<file path="src/rtl/ovl_pkg.sv">
package ovl_pkg;
  typedef enum logic [1:0] {BG_PASS = 2'd0, BG_HRAMP = 2'd1, BG_VRAMP = 2'd2, BG_SOLID = 2'd3} bg_e;
  typedef enum logic [1:0] {FG_NONE = 2'd0, FG_BOX = 2'd1, FG_HAIR = 2'd2, FG_RSVD = 2'd3} fg_e;
  typedef enum logic [1:0] {ST_IDLE = 2'd0, ST_RUN = 2'd1, ST_HOLD = 2'd2} run_e;
endpackage

</file>
<file path="src/rtl/ovl_axis.sv">
module ovl_axis #(
  parameter int CNT_W   = 12,
  parameter int SIZE_W  = 9,
  parameter int SPEED_W = 5
) (
  input  logic               clk_i,
  input  logic               rst_ni,
  input  logic               step_i,
  input  logic [CNT_W-1:0]   len_i,
  input  logic [SIZE_W-1:0]  size_i,
  input  logic [SPEED_W-1:0] speed_i,
  output logic [CNT_W-1:0]   pos_o
);
  logic [CNT_W-1:0] pos_q, lim, size_ext, speed_ext;
  logic [CNT_W:0]   sum;
  logic             back_q;

  always_comb begin
    size_ext  = CNT_W'(size_i);
    speed_ext = CNT_W'(speed_i);
    lim       = (len_i > size_ext) ? len_i - size_ext : '0;
    sum       = {1'b0, pos_q} + {1'b0, speed_ext};
  end

  always_ff @(posedge clk_i or negedge rst_ni) begin
    if (!rst_ni) begin
      pos_q  <= '0;
      back_q <= 1'b0;
    end else if (step_i) begin
      if (!back_q) begin
        if (sum >= {1'b0, lim}) begin
          pos_q  <= lim;
          back_q <= 1'b1;
        end else begin
          pos_q <= sum[CNT_W-1:0];
        end
      end else if (pos_q <= speed_ext) begin
        pos_q  <= '0;
        back_q <= 1'b0;
      end else begin
        pos_q <= pos_q - speed_ext;
      end
    end
  end

  assign pos_o = pos_q;
endmodule

</file>
<file path="src/rtl/ovl_scan.sv">
module ovl_scan #(
  parameter int CNT_W = 12
) (
  input  logic             clk_i,
  input  logic             rst_ni,
  input  logic             fire_i,
  input  logic             restart_i,
  input  logic             line_end_i,
  input  logic [CNT_W-1:0] width_i,
  input  logic [CNT_W-1:0] height_i,
  output logic [CNT_W-1:0] x_o,
  output logic [CNT_W-1:0] y_o,
  output logic             eol_o,
  output logic             last_o
);
  localparam logic [CNT_W-1:0] ONE = CNT_W'(1);
  logic [CNT_W-1:0] x_q, y_q;

  // an upstream frame marker pins the current beat to the origin
  assign x_o    = restart_i ? '0 : x_q;
  assign y_o    = restart_i ? '0 : y_q;
  assign eol_o  = (x_o == width_i - ONE) || line_end_i;
  assign last_o = eol_o && (y_o == height_i - ONE);

  always_ff @(posedge clk_i or negedge rst_ni) begin
    if (!rst_ni) begin
      x_q <= '0;
      y_q <= '0;
    end else if (fire_i) begin
      if (eol_o) begin
        x_q <= '0;
        y_q <= last_o ? '0 : y_o + ONE;
      end else begin
        x_q <= x_o + ONE;
        y_q <= y_o;
      end
    end
  end
endmodule

</file>
<file path="src/rtl/ovl_compose.sv">
module ovl_compose import ovl_pkg::*; #(
  parameter int CNT_W  = 12,
  parameter int SIZE_W = 9,
  parameter int COMP_W = 8
) (
  input  logic [CNT_W-1:0]    x_i,
  input  logic [CNT_W-1:0]    y_i,
  input  logic [3*COMP_W-1:0] in_pix_i,
  input  logic [1:0]          bg_sel_i,
  input  logic [1:0]          fg_sel_i,
  input  logic [CNT_W-1:0]    box_x_i,
  input  logic [CNT_W-1:0]    box_y_i,
  input  logic [SIZE_W-1:0]   size_i,
  input  logic [3*COMP_W-1:0] colour_i,
  input  logic [CNT_W-1:0]    hair_x_i,
  input  logic [CNT_W-1:0]    hair_y_i,
  output logic [3*COMP_W-1:0] pix_o
);
  localparam logic [COMP_W-1:0] MID = COMP_W'(1) << (COMP_W - 1);
  localparam logic [COMP_W-1:0] BLK = MID >> 3;

  logic [3*COMP_W-1:0] base;
  logic [CNT_W:0]      x_end, y_end;
  logic                in_box, on_hair;

  always_comb begin
    unique case (bg_e'(bg_sel_i))
      BG_PASS:  base = in_pix_i;
      BG_HRAMP: base = {x_i[COMP_W-1:0], MID, MID};
      BG_VRAMP: base = {y_i[COMP_W-1:0], MID, MID};
      default:  base = {BLK, MID, MID};
    endcase
    x_end   = {1'b0, box_x_i} + (CNT_W+1)'(size_i);
    y_end   = {1'b0, box_y_i} + (CNT_W+1)'(size_i);
    in_box  = (x_i >= box_x_i) && ({1'b0, x_i} < x_end) &&
              (y_i >= box_y_i) && ({1'b0, y_i} < y_end);
    on_hair = (x_i == hair_x_i) || (y_i == hair_y_i);
    pix_o   = base;
    unique case (fg_e'(fg_sel_i))
      FG_BOX:  if (in_box)  pix_o = colour_i;
      FG_HAIR: if (on_hair) pix_o = colour_i;
      default: ;
    endcase
  end
endmodule

</file>
<file path="src/rtl/video_overlay_stage.sv">
module video_overlay_stage import ovl_pkg::*; #(
  parameter int CNT_W   = 12,
  parameter int SIZE_W  = 9,
  parameter int SPEED_W = 5,
  parameter int COMP_W  = 8
) (
  input  logic                clk_i,
  input  logic                rst_ni,
  input  logic                start_i,
  input  logic                auto_restart_i,
  input  logic [CNT_W-1:0]    width_i,
  input  logic [CNT_W-1:0]    height_i,
  input  logic [1:0]          bg_sel_i,
  input  logic [1:0]          fg_sel_i,
  input  logic [SIZE_W-1:0]   box_size_i,
  input  logic [COMP_W-1:0]   box_y_i,
  input  logic [COMP_W-1:0]   box_u_i,
  input  logic [COMP_W-1:0]   box_v_i,
  input  logic [SPEED_W-1:0]  speed_i,
  input  logic [CNT_W-1:0]    hair_x_i,
  input  logic [CNT_W-1:0]    hair_y_i,
  input  logic                s_valid_i,
  output logic                s_ready_o,
  input  logic [3*COMP_W-1:0] s_data_i,
  input  logic                s_sof_i,
  input  logic                s_eol_i,
  output logic                m_valid_o,
  input  logic                m_ready_i,
  output logic [3*COMP_W-1:0] m_data_o,
  output logic                m_sof_o,
  output logic                m_eol_o
);
  localparam int PIX_W  = 3 * COMP_W;
  localparam int N_AXIS = 2;

  run_e             st_q, st_d;
  logic             m_valid_q, m_sof_q, m_eol_q;
  logic [PIX_W-1:0] m_data_q, pix;
  logic             adv, pass, running, fire, frame_end;
  logic [CNT_W-1:0] px, py;
  logic             scan_eol, scan_last;
  logic [CNT_W-1:0] axis_len [N_AXIS];
  logic [CNT_W-1:0] axis_pos [N_AXIS];

  assign pass      = (bg_sel_i == BG_PASS);
  assign running   = (st_q == ST_RUN);
  assign adv       = !m_valid_q || m_ready_i;
  assign fire      = running && adv && (!pass || s_valid_i);
  assign s_ready_o = running && adv && pass;
  assign frame_end = fire && scan_last;

  always_comb begin
    st_d = st_q;
    unique case (st_q)
      ST_IDLE: if (start_i) st_d = ST_RUN;
      ST_RUN:  if (frame_end && !auto_restart_i) st_d = ST_HOLD;
      ST_HOLD: if (!start_i) st_d = ST_IDLE;
      default: st_d = ST_IDLE;
    endcase
  end

  ovl_scan #(.CNT_W(CNT_W)) u_scan (
    .clk_i      (clk_i),
    .rst_ni     (rst_ni),
    .fire_i     (fire),
    .restart_i  (pass && s_sof_i),
    .line_end_i (pass && s_eol_i),
    .width_i    (width_i),
    .height_i   (height_i),
    .x_o        (px),
    .y_o        (py),
    .eol_o      (scan_eol),
    .last_o     (scan_last)
  );

  assign axis_len[0] = width_i;
  assign axis_len[1] = height_i;

  for (genvar g = 0; g < N_AXIS; g++) begin : g_axis
    ovl_axis #(.CNT_W(CNT_W), .SIZE_W(SIZE_W), .SPEED_W(SPEED_W)) u_axis (
      .clk_i   (clk_i),
      .rst_ni  (rst_ni),
      .step_i  (frame_end),
      .len_i   (axis_len[g]),
      .size_i  (box_size_i),
      .speed_i (speed_i),
      .pos_o   (axis_pos[g])
    );
  end

  ovl_compose #(.CNT_W(CNT_W), .SIZE_W(SIZE_W), .COMP_W(COMP_W)) u_compose (
    .x_i      (px),
    .y_i      (py),
    .in_pix_i (s_data_i),
    .bg_sel_i (bg_sel_i),
    .fg_sel_i (fg_sel_i),
    .box_x_i  (axis_pos[0]),
    .box_y_i  (axis_pos[1]),
    .size_i   (box_size_i),
    .colour_i ({box_y_i, box_u_i, box_v_i}),
    .hair_x_i (hair_x_i),
    .hair_y_i (hair_y_i),
    .pix_o    (pix)
  );

  always_ff @(posedge clk_i or negedge rst_ni) begin
    if (!rst_ni) begin
      st_q      <= ST_IDLE;
      m_valid_q <= 1'b0;
      m_data_q  <= '0;
      m_sof_q   <= 1'b0;
      m_eol_q   <= 1'b0;
    end else begin
      st_q <= st_d;
      if (adv) begin
        m_valid_q <= fire;
        if (fire) begin
          m_data_q <= pix;
          m_sof_q  <= (px == '0) && (py == '0);
          m_eol_q  <= scan_eol;
        end
      end
    end
  end

  assign m_valid_o = m_valid_q;
  assign m_data_o  = m_data_q;
  assign m_sof_o   = m_sof_q;
  assign m_eol_o   = m_eol_q;
endmodule

</file>
<file path="config.mk">
export PLATFORM = sky130hd
export DESIGN_NAME = video_overlay_stage
export DESIGN_NICKNAME = d
export VERILOG_FILES = /design/src/rtl/ovl_pkg.sv /design/src/rtl/ovl_axis.sv /design/src/rtl/ovl_scan.sv /design/src/rtl/ovl_compose.sv /design/src/rtl/video_overlay_stage.sv
export SDC_FILE = /design/constraint.sdc
export NUM_CORES = 1
export LEC_CHECK = 0
export ABC_AREA = 1
export BUFFER_PORTS_ARGS = -buffer_cell sky130_fd_sc_hd__buf_2
export CORE_ASPECT_RATIO = 0.8
export CORE_MARGIN = 2
export CORE_UTILIZATION = 35
export CTS_CLUSTER_DIAMETER = 40
export DETAILED_ROUTE_END_ITERATION = 8
export SETUP_SLACK_MARGIN = 0.3
export SLEW_MARGIN = 30
export SYNTH_ARGS = -nofsm -noshare
export SYNTH_HDL_FRONTEND = slang
export SYNTH_HIERARCHICAL = 1
export SYNTH_SLANG_ARGS = --single-unit
</file>
<file path="constraint.sdc">
create_clock -name clk_i -period 5.2 [get_ports clk_i]
set_input_delay 0 -clock clk_i [delete_from_list [all_inputs] [get_ports clk_i]]
set_output_delay 0 -clock clk_i [all_outputs]
set_load 0.05 [all_outputs]
</file>
==> results of run 1 <==
worst reg2reg max path: cells and delay by family (launching register included):
kind | cells | cell delay, ns
simple gates | 12 | 1.51
flops | 1 | 0.57
xor+xnor | 1 | 0.17
fa+ha+maj | 2 | 0.75
compound gates | 5 | 0.80
buf+inv | 2 | 0.39
state kept, by name, indices dropped and copies added, names as in the netlist:
register	cells
g_axis.u_axis/pos_o	24
g_axis.u_axis/back_q	2
m_valid_o	1
st_q	2
m_sof_o	1
m_data_o	24
u_scan/y_q	12
u_scan/x_q	12
m_eol_o	1
layer usage:
layer  GRT usage, %  routed length (um)  vias to the layer above
met5              0                   0                        -
met2           34.7               19800                      568
met4           4.58                 672                        0
li1               -                   -                     7653
met1           35.7               23300                     7066
met3           3.51                3660                       44
placed cells by master (no fill, tap or decap), drive strengths merged, types with 7 or more instances in the layout:
master / count
a21oi: 113
buf: 164
clkbuf: 9
clkinv: 24
dfrtp: 79
fa: 8
ha: 136
inv: 389
nand2: 814
nand3: 274
nand3b: 8
nand4: 34
nor2: 234
nor3: 31
o21ai: 31
o21bai: 8
o22ai: 7
or2: 8
xnor2: 22
xor2: 71
report_power, final:
| part | switching (mW) | internal [mW] |
|---|---|---|
| combinational | 1.00 | 0.444 |
| sequential | 0.0566 | 0.693 |
| clock | 0.313 | 0.379 |
| total | 1.37 | 1.52 |
how the worst min path moves through the flow:
stage | cells past startpoint | slack [ns] | to | startpoint
after global placement | 1 | -0.16 | m_data_o[11]$_DFFE_PN0P_ | rst_ni
after detailed placement | 1 | -0.15 | st_q[0]$_DFFE_PN0P_ | rst_ni
final | 5 | 0.03 | m_data_o[9]$_DFFE_PN0P_ | s_data_i[9]
after global routing | 5 | 0.03 | m_data_o[0]$_DFFE_PN0P_ | s_data_i[0]
after floorplan | 0 | -0.30 | g_axis[0].u_axis/back_q$_DFFE_PN0P_ | rst_ni
after CTS | 5 | 0.007 | m_data_o[4]$_DFFE_PN0P_ | s_data_i[4]
metrics by stage:
step	hold slack [ns]	std cells	total power, mW	util [%]
2_1_floorplan	-0.296	2370	1.77	-
3_5_place_dp	-0.152	2970	2.18	38.5
4_1_cts	0.00696	2990	2.89	39.4
6_report	0.0261	2990	2.89	39.5
3_3_place_gp	-0.158	2970	2.16	38.5
5_1_grt	0.0342	2990	3.11	39.5
synth_stat cells, types with 23 or more instances:
cell / instances / area (um^2)
nor3_1: 28 / 140
nand4_1: 34 / 213
nand2_1: 786 / 2950
xor2_1: 71 / 622
nand3_1: 264 / 1320
inv_1: 369 / 1390
a21oi_1: 108 / 541
clkbuf_1: 24 / 90.1
dfrtp_1: 79 / 1980
ha_1: 136 / 1700
nor2_1: 215 / 807
nand2_2: 23 / 144
o21ai_0: 28 / 140
repair_timing:
| action | 4_1_cts | 5_1_grt |
|---|---|---|
| endpoints found under the hold margin | 82 | 0 |
| buffers inserted | 0 | 0 |
| hold buffers | 4 | 0 |
kinds of logic after synthesis:
family,count (synthesis)
xor+xnor,93
simple gates,1415
flops,79
compound gates,172
fa+ha+maj,144
buf+inv,467
area by class of cell:
cell class / instances / share of cell area [%]
timing repair buffer: 168 / 5.99
tap: 495 / 4.10
inverter: 408 / 10.2
sequential: 79 / 13.1
clock buffer: 9 / 1.49
multi-input combinational: 1824 / 64.6
clock inverter: 7 / 0.530
==> flow_metrics.env, run 1 <==
export IMPL_place_area_mm2=0.0148
export IMPL_crit_top_cell="nand2_1"
export IMPL_synthSimpleGateAreaFrac_pct=44.9
export IMPL_fin_worst_skew_ns=0.0106
export IMPL_critPathMaxFanout=25
export IMPL_num_fill_cells=4170
export IMPL_rsz0062_at_grt="false"
export IMPL_setup_viol_count_final=0
export IMPL_cts_root_buf="clkbuf_16"
export IMPL_row_count=64
export IMPL_crit_chain="ha_1 > nand2_1 > nor3_1 > nand2_1 > o211ai_1 > a21oi_1 > o21bai_1 > nand3_1 > xor2_1 > ha_1 > inv_1 > o21bai_1 > nand4_1 > nand3_2 > nor2_4 > buf_4 > nand2_4 > nand2_1 > nand3_1 > a21oi_1 > nand2_1 > nand2_1"
export IMPL_firstDrtPassIters=6
export IMPL_routed_wl_um=47400
export IMPL_synth_compound_area_share_pct=7.05
export IMPL_crit_type="flip-flop to flip-flop"
export IMPL_synth_ff_type="dfrtp_1"
export IMPL_required_ns=5.51
export IMPL_worst_slew_pin_slew_ns=0.929
export IMPL_multi_input_area_mm2=0.00976
export IMPL_grt_use_total_pct=23.4
export IMPL_synth_warning_count=6
export IMPL_fin_crit_ns=4.25
export IMPL_post_place_ws_ns=1.00
export IMPL_crit_path_end_kind="flip-flop"
export IMPL_synth_edf_count=0
export IMPL_worst_slack_ns=0.953
export IMPL_max_cap_violations=0
export IMPL_cts_buffers=9
export IMPL_ios=150
export IMPL_ys_ff_latch=79
export IMPL_fmax_mhz=235
export IMPL_power_density_mw_per_mm2=191
export IMPL_area_growth_pct=10.9
export IMPL_crit_path_end="m_data_o[15]$_DFFE_PN0P_"
export IMPL_cts_sinks=79
export IMPL_startpoint_type="flip-flop"
export IMPL_layout_drive_gt1_share_pct=11.0
export IMPL_critPathMaxStageDelay_ns=0.57
export IMPL_antenna_found_initial=0
export IMPL_synth_fa_ha_area_share_pct=13.7
export IMPL_hold_class="input port to flip-flop"
export IMPL_ys_seq_area_share_pct=14.5
export IMPL_arrival_ns=4.56
export IMPL_final_hold_viol_count=0
export IMPL_viasPerCell=5.13
export IMPL_final_area_mm2=0.0151
export IMPL_synthArstFlopShare_pct=100
export IMPL_status="finished, final reports clean"
export IMPL_gp_congestion=0.939
export IMPL_r2r_start="g_axis[1].u_axis/pos_o[5]$_DFFE_PN0P_"
export IMPL_muxShareOfSynthArea_pct=0
export IMPL_drt_wirelength_per_cell_um=15.9
export IMPL_htreeDepth=3
export IMPL_num_vias=15300
export IMPL_leakagePower_nw=8.72
export IMPL_die_area_mm2=0.0405
export IMPL_drt_iter0_drc=1386
export IMPL_clk_path_buf_depth=2
export IMPL_insertion_delay_ns=0.37
export IMPL_crit_cells=22
export IMPL_cts_tree="yes"
export IMPL_fin_nets=2756
export IMPL_slew_headroom_pct=37.9
export IMPL_regArea_mm2=0.00198
export IMPL_grt_pass1_vias=14100
export IMPL_period_share_pct=81.7
export IMPL_critPathBufInv=2
export IMPL_grt_overflow=0
export IMPL_r2r_setup_slack_ns=0.95
export IMPL_synth_top_family_by_area="simple AND/OR/NAND/NOR gates"
export IMPL_synth_net_count=2636
export IMPL_setup_tns_ns=0
export IMPL_syn_inst=2370
export IMPL_synth_area_mm2=0.0136
export IMPL_ant_nets=0
export IMPL_grt_pass1_wl_um=76000
export IMPL_fp_dieH_um=180
export IMPL_critical_path_slowest_cell="dfrtp_1"
export IMPL_synth_cell_types=49
export IMPL_die_w_um=225
export IMPL_cts_resized=0
export IMPL_diodes=0
export IMPL_r2r_end="m_data_o[15]$_DFFE_PN0P_"
export IMPL_irDropWorstVdd_mv=0.174
export IMPL_grt_start_max_net_pins=70
export IMPL_drc=0
export IMPL_crit_start="g_axis[1].u_axis/pos_o[5]$_DFFE_PN0P_"
export IMPL_cts_clk_slew_worst_paths_ns=0.07
export IMPL_post_dp_hpwl_um=37800
export IMPL_postSynthAreaPerCell_um2=5.74
export IMPL_cpLargestDelayFamily="simple AND/OR/NAND/NOR gates"
export IMPL_initial_core_util_pct=35.6
export IMPL_reg2reg_depth=22
export IMPL_io_buffers=149
export IMPL_slew_violations=0
export IMPL_core_area_mm2=0.0383
export IMPL_synth_xor_area_share_pct=5.98
Note: power is estimated with default switching activity, not from simulation.
==> inputs of run 2 (changes only) <==
==> constraint.sdc (replaced) <==
create_clock -name clk_i -period 4.4 [get_ports clk_i]
set_input_delay 0 -clock clk_i [delete_from_list [all_inputs] [get_ports clk_i]]
set_output_delay 0 -clock clk_i [all_outputs]
set_load 0.05 [all_outputs]
==> run 2 against run 1 <==
Sequential power increased by 19%. Worst setup slack got worse by 0.37 ns. Cell area increased by 0.52%. First-iteration DRC count increased by 14%. Sequential share of layout area decreased by 0.051 points. Final cell count increased by 0.27%. Maximum frequency increased by 11%. Power increased by 20%. Global-route usage decreased by 0.19 points. Critical path type unchanged. Critical endpoint is now m_data_o[19]$_DFFE_PN0P_. Largest cell class unchanged. Highest routed layer unchanged.
==> flow_metrics.env, run 2 (synthesis gave the netlist of run 1 again) <==
export IMPL_grt_use_total_pct=23.2
export IMPL_routed_wl_um=47600
export IMPL_post_place_ws_ns=0.505
export IMPL_grt_met3_usage_pct=3.42
export IMPL_grt_overflow=0
export IMPL_place_area_mm2=0.0148
export IMPL_worst_slack_ns=0.578
export IMPL_r2r_end="m_data_o[19]$_DFFE_PN0P_"
export IMPL_arrival_ns=4.08
export IMPL_final_area_mm2=0.0152
export IMPL_cts_sinks=79
export IMPL_cts_buffers=9
export IMPL_crit_path_end="m_data_o[19]$_DFFE_PN0P_"
export IMPL_viasPerCell=5.20
export IMPL_num_vias=15600
export IMPL_critPathMaxStageDelay_ns=0.48
export IMPL_grt_start_max_net_pins=49
export IMPL_leakagePower_nw=8.73
export IMPL_irDropWorstVdd_mv=0.165
export IMPL_crit_cells=20
export IMPL_ant_nets=0
export IMPL_rsz0062_at_grt="true"
export IMPL_cts_root_buf="clkbuf_16"
export IMPL_clk_path_buf_depth=2
export IMPL_row_count=64
export IMPL_cts_clk_slew_worst_paths_ns=0.07
export IMPL_post_dp_hpwl_um=38200
export IMPL_insertion_delay_ns=0.37
export IMPL_io_buffers=149
export IMPL_setup_tns_ns=0
export IMPL_r2r_setup_slack_ns=0.58
export IMPL_grt_pass1_vias=14200
export IMPL_crit_path_end_kind="flip-flop"
export IMPL_firstDrtPassIters=6
export IMPL_fp_dieH_um=180
export IMPL_drc=0
export IMPL_fmax_mhz=262
export IMPL_r2r_start="g_axis[1].u_axis/pos_o[0]$_DFFE_PN0P_"
export IMPL_gp_congestion=0.942
export IMPL_drt_iter0_drc=1580
export IMPL_power_density_mw_per_mm2=229
export IMPL_reg2reg_depth=20
export IMPL_drt_wirelength_per_cell_um=15.9
export IMPL_grt_pass1_wl_um=75400
export IMPL_final_common_cell="nand2_1"
export IMPL_critPathMaxFanout=22
export IMPL_ios=150
export IMPL_cts_tree="yes"
export IMPL_final_cell_mix="nand2_1, inv_1, nand3_1"
export IMPL_die_w_um=225
export IMPL_status="finished, final reports clean"
export IMPL_setup_viol_count_final=0
export IMPL_use_met1_pct=35.0
export IMPL_cpLargestDelayFamily="simple AND/OR/NAND/NOR gates"
export IMPL_grtUsageMet2_pct=34.0
export IMPL_hold_class="input port to flip-flop"
export IMPL_total_power_mw=3.47
export IMPL_htreeDepth=3
export IMPL_crit_chain="ha_1 > inv_1 > fa_1 > nand3b_1 > nand2_1 > a21oi_1 > o21ai_0 > xor2_1 > ha_1 > a21oi_1 > o21bai_1 > nand4_1 > nand3_2 > nor2_4 > buf_6 > nand3_1 > nand3_1 > a21oi_1 > nand2_1 > nand2_1"
export IMPL_slew_violations=0
export IMPL_final_hold_viol_count=0
export IMPL_worst_slew_pin_slew_ns=0.808
export IMPL_crit_type="flip-flop to flip-flop"
export IMPL_initial_core_util_pct=35.6
export IMPL_fin_hold_ws_ns=0.0219
export IMPL_core_area_mm2=0.0383
export IMPL_area_growth_pct=11.5
export IMPL_antenna_found_initial=2
export IMPL_period_share_pct=86.9
export IMPL_fin_worst_skew_ns=0.00989
export IMPL_required_ns=4.66
export IMPL_fin_nets=2762
export IMPL_max_cap_violations=0
export IMPL_startpoint_type="flip-flop"
export IMPL_critPathBufInv=2
export IMPL_grt_busiest_layer="met1"
export IMPL_fin_crit_ns=3.82
export IMPL_whs_path_depth=5
export IMPL_die_area_mm2=0.0405
export IMPL_crit_start="g_axis[1].u_axis/pos_o[0]$_DFFE_PN0P_"
export IMPL_slew_headroom_pct=46.0
export IMPL_layout_drive_gt1_share_pct=11.3
export IMPL_critical_path_slowest_cell="dfrtp_1"
-- run 2: worst min path at each step --
stage                  from                                   to
6_report       s_data_i[11]             m_data_o[11]$_DFFE_PN0P_
5_1_grt         s_data_i[6]              m_data_o[6]$_DFFE_PN0P_
4_1_cts        s_data_i[11]             m_data_o[11]$_DFFE_PN0P_
3_5_place_dp         rst_ni            u_scan/y_q[7]$_DFFE_PN0P_
3_3_place_gp         rst_ni            u_scan/y_q[8]$_DFFE_PN0P_
2_1_floorplan        rst_ni  g_axis[0].u_axis/back_q$_DFFE_PN0P_
-- run 2: report_power, final --
part	switching, mW	internal [mW]
sequential	0.0712	0.819
combinational	1.19	0.526
clock	0.366	0.502
total	1.63	1.85
-- run 2: worst min-delay path, stage by stage --
cell     delay [ns]
buf_2          0.09
a21oi_1        0.06
a21oi_1        0.11
nand2_1        0.06
nand2_1        0.05
-- run 2: through the flow --
step | util [%] | std cells
floorplan | - | 2370
global placement | 38.6 | 2975
detailed placement | 38.6 | 2975
CTS | 39.5 | 2994
global route | 39.7 | 2998
finish | 39.7 | 2998
-- run 2: final cells by class --
class | count | area [um^2]
timing repair buffer | 174 | 947
fill | 4175 | 23100
multi-input combinational | 1824 | 9770
inverter | 408 | 1540
tap | 495 | 619
sequential | 79 | 1980
clock inverter | 6 | 93.8
clock buffer | 10 | 229
antenna | 2 | 5.00
-- run 2: repair_timing --
action,in CTS,in global routing
hold buffers,3,0
buffers inserted,0,2
endpoints found under the hold margin,41,0
setup endpoints to repair,0,19
resized for setup,0,6
-- run 2: per-layer routing --
layer / vias to the layer above / routed length (um)
met3: 75 / 4000
met2: 649 / 20000
li1: 7663 / -
met5: - / 0
met1: 7203 / 22600
met4: 0 / 1080
